===== src/rtl/pic_pkg.sv =====
// Package: shared widths and the configuration-sequence state type for the
// priority interrupt controller. Assumes the level field is 3 bits wide.
package pic_pkg;
    localparam int PIC_LVL_W = 3;
    localparam int PIC_N     = 1 << PIC_LVL_W;
    localparam int PIC_BASE_W = 8 - PIC_LVL_W;

    typedef enum logic [1:0] {
        CFG_READY = 2'd0,
        CFG_BASE  = 2'd1,
        CFG_CASC  = 2'd2,
        CFG_MODE  = 2'd3
    } cfg_state_t;

    localparam logic [4:0] EOI_NONSPEC = 5'b00100;
endpackage


===== src/rtl/pic_cfg.sv =====
// Module: configuration and command decoder. It tracks the start / base /
// cascade / mode byte chain, holds the mask, the vector base, the readback
// selection and the poll-armed flag, and it decodes end-of-interrupt.
// Assumes at most one of cmd_wr, dat_wr and cmd_rd is high in a cycle.
module pic_cfg
    import pic_pkg::*;
(
    input  logic                  clk,
    input  logic                  rst_n,
    input  logic                  cmd_wr,
    input  logic                  dat_wr,
    input  logic                  cmd_rd,
    input  logic [7:0]            wdata,
    output logic [PIC_N-1:0]      mask,
    output logic [PIC_BASE_W-1:0] base,
    output logic                  sel_isr,
    output logic                  poll_armed,
    output logic                  eoi
);
    cfg_state_t state;
    logic       need_mode;
    logic       cascaded;
    logic       start;

    // Purpose: recognise a start word on the command location.
    always_comb start = cmd_wr && wdata[4];

    // Purpose: recognise a non-specific end-of-interrupt while operating.
    always_comb eoi = cmd_wr && (state == CFG_READY) && (wdata[7:3] == EOI_NONSPEC);

    // Purpose: advance the configuration chain and update the operating registers.
    always_ff @(posedge clk) begin
        if (!rst_n) begin
            state      <= CFG_READY;
            need_mode  <= 1'b0;
            cascaded   <= 1'b0;
            mask       <= '1;
            base       <= '0;
            sel_isr    <= 1'b0;
            poll_armed <= 1'b0;
        end else if (start) begin
            state      <= CFG_BASE;
            need_mode  <= wdata[0];
            cascaded   <= ~wdata[1];
            mask       <= '0;
            sel_isr    <= 1'b0;
            poll_armed <= 1'b0;
        end else begin
            case (state)
                CFG_BASE: if (dat_wr) begin
                    base  <= wdata[7:PIC_LVL_W];
                    state <= cascaded ? CFG_CASC : (need_mode ? CFG_MODE : CFG_READY);
                end
                CFG_CASC: if (dat_wr) state <= need_mode ? CFG_MODE : CFG_READY;
                CFG_MODE: if (dat_wr) state <= CFG_READY;
                default: begin
                    if (dat_wr) mask <= wdata;
                    if (cmd_wr && wdata[3]) begin
                        if (wdata[1]) sel_isr <= wdata[0];
                        if (wdata[2]) poll_armed <= 1'b1;
                    end else if (cmd_rd) begin
                        poll_armed <= 1'b0;
                    end
                end
            endcase
        end
    end

    AST_START_CLEARS_MASK: assert property (@(posedge clk) disable iff (!rst_n)
        start |=> (mask == '0) && !sel_isr && !poll_armed);
endmodule


===== src/rtl/pic_irr.sv =====
// Module: request latch. It catches a rising edge on each input into the
// pending set, drops a bit while its input is low, and clears the bit that
// is being acknowledged. Assumes the inputs are already synchronous to clk.
module pic_irr
    import pic_pkg::*;
(
    input  logic             clk,
    input  logic             rst_n,
    input  logic [PIC_N-1:0] irq_in,
    input  logic [PIC_N-1:0] ack_vec,
    output logic [PIC_N-1:0] irr
);
    logic [PIC_N-1:0] prev;

    // Purpose: remember the previous input levels and update the pending set.
    always_ff @(posedge clk) begin
        if (!rst_n) begin
            prev <= '0;
            irr  <= '0;
        end else begin
            prev <= irq_in;
            irr  <= (irr | (irq_in & ~prev)) & irq_in & ~ack_vec;
        end
    end

    AST_IRR_NEEDS_HIGH: assert property (@(posedge clk) disable iff (!rst_n)
        rst_n |=> ((irr & ~$past(irr) & ~$past(irq_in)) == '0));
endmodule


===== src/rtl/pic_prio.sv =====
// Module: fixed-priority resolver. It finds the lowest-numbered unmasked
// pending level and blocks it when an equal or more urgent level is already
// in service. Purely combinational.
module pic_prio
    import pic_pkg::*;
(
    input  logic [PIC_N-1:0]     irr,
    input  logic [PIC_N-1:0]     mask,
    input  logic [PIC_N-1:0]     isr,
    output logic                 req_valid,
    output logic [PIC_LVL_W-1:0] req_lvl
);
    logic [PIC_N-1:0] cand;
    logic             stop;

    // Purpose: scan from level 0 upward, stopping at the first in-service or eligible level.
    always_comb begin
        cand      = irr & ~mask;
        req_valid = 1'b0;
        req_lvl   = '1;
        stop      = 1'b0;
        for (int i = 0; i < PIC_N; i++) begin
            if (!stop) begin
                if (isr[i]) begin
                    stop = 1'b1;
                end else if (cand[i]) begin
                    req_valid = 1'b1;
                    req_lvl   = PIC_LVL_W'(i);
                    stop      = 1'b1;
                end
            end
        end
    end
endmodule


===== src/rtl/prio_int_ctrl.sv =====
// Module: top of the eight-input priority interrupt controller. It joins the
// configuration decoder, the request latch and the resolver, holds the
// in-service set, and drives the read mux. Assumes one access per cycle;
// a write wins over a simultaneous read.
module prio_int_ctrl
    import pic_pkg::*;
(
    input  logic       clk,
    input  logic       rst_n,
    input  logic       port_sel,
    input  logic       wr_en,
    input  logic       rd_en,
    input  logic [7:0] wdata,
    output logic [7:0] rdata,
    input  logic [7:0] irq_in,
    output logic       int_out,
    output logic [7:0] vec_out
);
    logic                  cmd_wr, dat_wr, cmd_rd;
    logic [PIC_N-1:0]      mask, irr, isr, ack_vec, eoi_clr;
    logic [PIC_BASE_W-1:0] base;
    logic                  sel_isr, poll_armed, eoi;
    logic                  req_valid, ack;
    logic [PIC_LVL_W-1:0]  req_lvl;
    logic [7:0]            poll_byte;
    logic                  found;

    // Purpose: split the strobes into command/data accesses.
    always_comb begin
        cmd_wr = wr_en && !port_sel;
        dat_wr = wr_en && port_sel;
        cmd_rd = rd_en && !wr_en && !port_sel;
    end

    pic_cfg u_cfg (
        .clk(clk), .rst_n(rst_n), .cmd_wr(cmd_wr), .dat_wr(dat_wr),
        .cmd_rd(cmd_rd), .wdata(wdata), .mask(mask), .base(base),
        .sel_isr(sel_isr), .poll_armed(poll_armed), .eoi(eoi)
    );

    pic_irr u_irr (
        .clk(clk), .rst_n(rst_n), .irq_in(irq_in), .ack_vec(ack_vec), .irr(irr)
    );

    pic_prio u_prio (
        .irr(irr), .mask(mask), .isr(isr), .req_valid(req_valid), .req_lvl(req_lvl)
    );

    // Purpose: form the acknowledge vector for a poll read that finds a winner.
    always_comb begin
        ack     = cmd_rd && poll_armed && req_valid;
        ack_vec = ack ? (PIC_N'(1) << req_lvl) : '0;
    end

    // Purpose: pick the lowest-numbered in-service bit for end-of-interrupt.
    always_comb begin
        eoi_clr = '0;
        found   = 1'b0;
        for (int i = 0; i < PIC_N; i++) begin
            if (!found && isr[i]) begin
                eoi_clr[i] = 1'b1;
                found      = 1'b1;
            end
        end
    end

    // Purpose: set in-service bits on acknowledge and retire them on end-of-interrupt.
    always_ff @(posedge clk) begin
        if (!rst_n) isr <= '0;
        else        isr <= (isr | ack_vec) & ~(eoi ? eoi_clr : '0);
    end

    // Purpose: build the poll result and the read mux.
    always_comb begin
        poll_byte = req_valid ? {1'b1, {(7-PIC_LVL_W){1'b0}}, req_lvl} : 8'h07;
        if (port_sel)        rdata = mask;
        else if (poll_armed) rdata = poll_byte;
        else if (sel_isr)    rdata = isr;
        else                 rdata = irr;
    end

    assign int_out = req_valid;
    assign vec_out = {base, req_lvl};

    AST_INT_UNMASKED: assert property (@(posedge clk) disable iff (!rst_n)
        int_out |-> ((irr & ~mask) != '0));
    AST_ISR_ONE_NEW: assert property (@(posedge clk) disable iff (!rst_n)
        cmd_rd |=> ($countones(isr) <= $countones($past(isr)) + 1));
    AST_EOI_ONE_BIT: assert property (@(posedge clk) disable iff (!rst_n)
        (eoi && isr != '0) |=> ($countones(isr) + 1 == $countones($past(isr))));
    AST_SPURIOUS_KEEP: assert property (@(posedge clk) disable iff (!rst_n)
        (cmd_rd && poll_armed && !int_out) |=> (isr == $past(isr)));
endmodule


===== config.mk =====
export PLATFORM = sky130hd
export DESIGN_NAME = prio_int_ctrl
export DESIGN_NICKNAME = d
export VERILOG_FILES = /design/src/rtl/pic_pkg.sv /design/src/rtl/pic_cfg.sv /design/src/rtl/pic_irr.sv /design/src/rtl/pic_prio.sv /design/src/rtl/prio_int_ctrl.sv
export SDC_FILE = /design/constraint.sdc
export NUM_CORES = 1
export LEC_CHECK = 0
export BUFFER_PORTS_ARGS = -buffer_cell sky130_fd_sc_hd__buf_2
export CAP_MARGIN = 20
export CORE_MARGIN = 1
export CORE_UTILIZATION = 35
export CTS_CLUSTER_DIAMETER = 80
export DETAILED_ROUTE_END_ITERATION = 8
export GPL_ROUTABILITY_DRIVEN = 0
export PLACE_DENSITY = 0.66
export SYNTH_ARGS = -nofsm -noshare
export SYNTH_HDL_FRONTEND = slang
export SYNTH_SLANG_ARGS = --single-unit

===== constraint.sdc =====
create_clock -name clk -period 4 [get_ports clk]
set_input_delay 1 -clock clk [delete_from_list [all_inputs] [get_ports clk]]
set_output_delay 1 -clock clk [all_outputs]
set_load 0.05 [all_outputs]

==> impl_metrics.env <==
export IMPL_hpwlAfterDp_um=3770
export IMPL_ys_flop_type="dfxtp_1"
export IMPL_cts_max_level=2
export IMPL_reg2reg_slack_ns=1.99
export IMPL_dpl_cell_area_um2=2350
export IMPL_clk_pin_slew_worst_paths_ns=0.08
export IMPL_port_buffers=37
export IMPL_ys_seq_elements=43
export IMPL_synth_edf_count=0
export IMPL_synthToLayoutAreaGrowth_pct=14.7
export IMPL_finalClockSkew_ns=0.00443
export IMPL_hp_start="u_cfg.need_mode"
export IMPL_antenna_found_initial=0
export IMPL_critPathMaxFanout=5
export IMPL_cts_hold_buf=0
export IMPL_endpoint_kind="output port"
export IMPL_power_per_cell_area_nw_per_um2=385
export IMPL_reg2reg_to="isr[6]"
export IMPL_crit_path_start_kind="flop"
export IMPL_status="finished clean"
export IMPL_yosysMostFrequentCell="dfxtp_1"
export IMPL_fill_cells=599
export IMPL_cts_root_buf="clkbuf_8"
export IMPL_drtAntennaViolNets=0
export IMPL_drt_wl_total_um=5100
export IMPL_fmax_mhz=304
export IMPL_r2r_start="isr[3]"
export IMPL_netlist_area_leader_share=0.407
export IMPL_ys_seq_area_frac=0.407
export IMPL_netlist_area_um2=2120
export IMPL_ys_top_cells_by_count="dfxtp_1 (43), nand2_1 (25), o21ai_0 (23)"
export IMPL_synth_xor_area_frac=0
export IMPL_cts_tree="yes"
export IMPL_ff2ff_path_depth=6
export IMPL_nets=310
export IMPL_ys_async_sr_fraction=0
export IMPL_synthAdderAreaFrac=0.0296
export IMPL_stdcell_area_um2=2430
export IMPL_hold_class="reg2reg"
export IMPL_synth_top_family_by_area="simple AND/OR/NAND/NOR gates"
export IMPL_start_util=0.373
export IMPL_maxSlewViolCount=0
export IMPL_core_area_um2=5680
export IMPL_grt_max_degree=40
export IMPL_max_cap_violations=0
export IMPL_vias=1887
export IMPL_rsz0062_at_grt="false"
export IMPL_finalHoldViolations=0
export IMPL_period_share=0.821
export IMPL_drc=0
export IMPL_io_pins=38
export IMPL_die_h_um=79.8
export IMPL_first_pass_iters=4
export IMPL_muxShareOfSynthArea=0.0680
export IMPL_fin_tns_setup_ns=0
export IMPL_ir_drop_mv=0.146
export IMPL_p_total_uw=935
export IMPL_cts_setup_buffers=0
export IMPL_wl_per_cell_um=14.3
export IMPL_crit_required_ns=3.00
export IMPL_yosys_top_cells_area="dfxtp_1 (41%), o21ai_0 (5.4%), mux2i_1 (5.2%)"
export IMPL_synth_simple_gate_area_frac=0.240
export IMPL_relSlewSlack=0.557
export IMPL_min_path_cells=2
export IMPL_syn_nets=276
export IMPL_ys_warn_count=0
export IMPL_vias_per_cell=5.29
export IMPL_avgSynthCellArea_um2=8.47
export IMPL_leakagePower_nw=1.05
export IMPL_synth_compound_area_share=0.206
export IMPL_yosys_cell_types_count=43
export IMPL_worstMarginPinSlew_ns=0.665
export IMPL_whs_endpoint="u_cfg.need_mode"
export IMPL_critPathArrivalTime_ns=2.28
export IMPL_cts_sinks=43
export IMPL_yosysTopAreaCell="dfxtp_1"
export IMPL_antenna_cells=0
export IMPL_insertion_delay_ns=0.29
export IMPL_layout_min_cycle_time_ns=3.28
export IMPL_drtIter0Drc=98
export IMPL_setup_viol=0
export IMPL_cts_resized_gates=0
export IMPL_clockBufferDepth=2
export IMPL_overflow=0
export IMPL_track_usage=0.169
export IMPL_synthCells=250
export IMPL_rows=27
export IMPL_cts_buffers=5
export IMPL_whs_ns=0.517
export IMPL_path_class="reg2out"
export IMPL_first_global_vias=1749
export IMPL_grt_pass1_wl_um=8280
export IMPL_fp_dieW_um=79.8
export IMPL_drive_gt1_frac=0.193
export IMPL_die_area_um2=6360
-- state kept, by name, indices dropped and copies added (netlist names) --
signal            cells
u_cfg.sel_isr         1
u_cfg.mask            8
u_irr.prev            8
u_irr.irr             8
isr                   8
u_cfg.state           2
u_cfg.cascaded        1
u_cfg.need_mode       1
u_cfg.base            5
u_cfg.poll_armed      1
-- worst max-delay path by stage --
stage | start | to | slack (ns) | depth (start not counted)
final | u_irr.irr[1] | rdata[2] | 0.72 | 6
after global routing | u_irr.irr[1] | rdata[2] | 0.56 | 6
after detailed placement | port_sel | rdata[4] | 0.93 | 4
after floorplan | port_sel | rdata[3] | 0.29 | 4
after CTS | u_irr.irr[1] | rdata[2] | 0.72 | 6
after global placement | port_sel | rdata[0] | 1.03 | 5
-- power by group --
group | internal, mW | switching (mW)
clock network | 0.123 | 0.145
logic | 0.0632 | 0.135
registers | 0.450 | 0.0188
-- kinds of logic (layout without fill, tap and decap cells) --
group,Yosys count,after routing
DFF,43,43
AOI/OAI and AO/OA,68,68
and+or+nand+nor,95,95
muxes,14,14
adders and majority gates,5,5
buffers and inverters,25,60
-- per-stage QoR --
step | util | setup slack (ns) | cells
floorplan | - | 0.291 | 250
global placement | 0.414 | 1.03 | 349
detailed placement | 0.414 | 0.935 | 349
CTS | 0.428 | 0.720 | 357
global route | 0.428 | 0.559 | 357
finish | 0.428 | 0.715 | 357
-- layer usage --
metal | vias to the layer above | track usage | routed length (um)
met1 | 874 | 0.228 | 2560
li1 | 958 | - | -
met3 | 6 | 0.0377 | 238
met5 | - | 0 | 0
met2 | 49 | 0.262 | 2230
met4 | 0 | 0.0661 | 78
-- layout make-up --
class                           count  area, um2  share of cell area
Sequential cell                    43        861               0.354
Inverter                           14       52.6              0.0216
Clock inverter                      1       5.00             0.00206
Tap cell                           72       90.1              0.0371
Clock buffer                        7       76.3              0.0314
Multi-Input combinational cell    182       1150               0.474
Timing Repair Buffer               38        193              0.0793
-- cell usage in the layout, fill, tap and decap left out, drive strengths merged, types with 3 or more instances in the layout --
cell and n:
dfxtp 43, buf 38, nand2 25, o21ai 23, nor2 15, inv 14, and2 12, a21oi 11
mux2i 11, nor2b 9, a22oi 9, nand3 8, nand2b 7, clkbuf 7, a31oi 6, nor3 5
ha 5, o211ai 4, nor3b 3, o31ai 3, mux2 3, o22ai 3
-- critical path, stage by stage, from the launching register on --
cell	delay, ns
dfxtp_1	0.39
or3b_2	0.45
a21oi_1	0.39
nor2_1	0.21
a21oi_1	0.18
o21ai_0	0.12
buf_2	0.24
No activity file was read; power rests on OpenSTA's default activity.
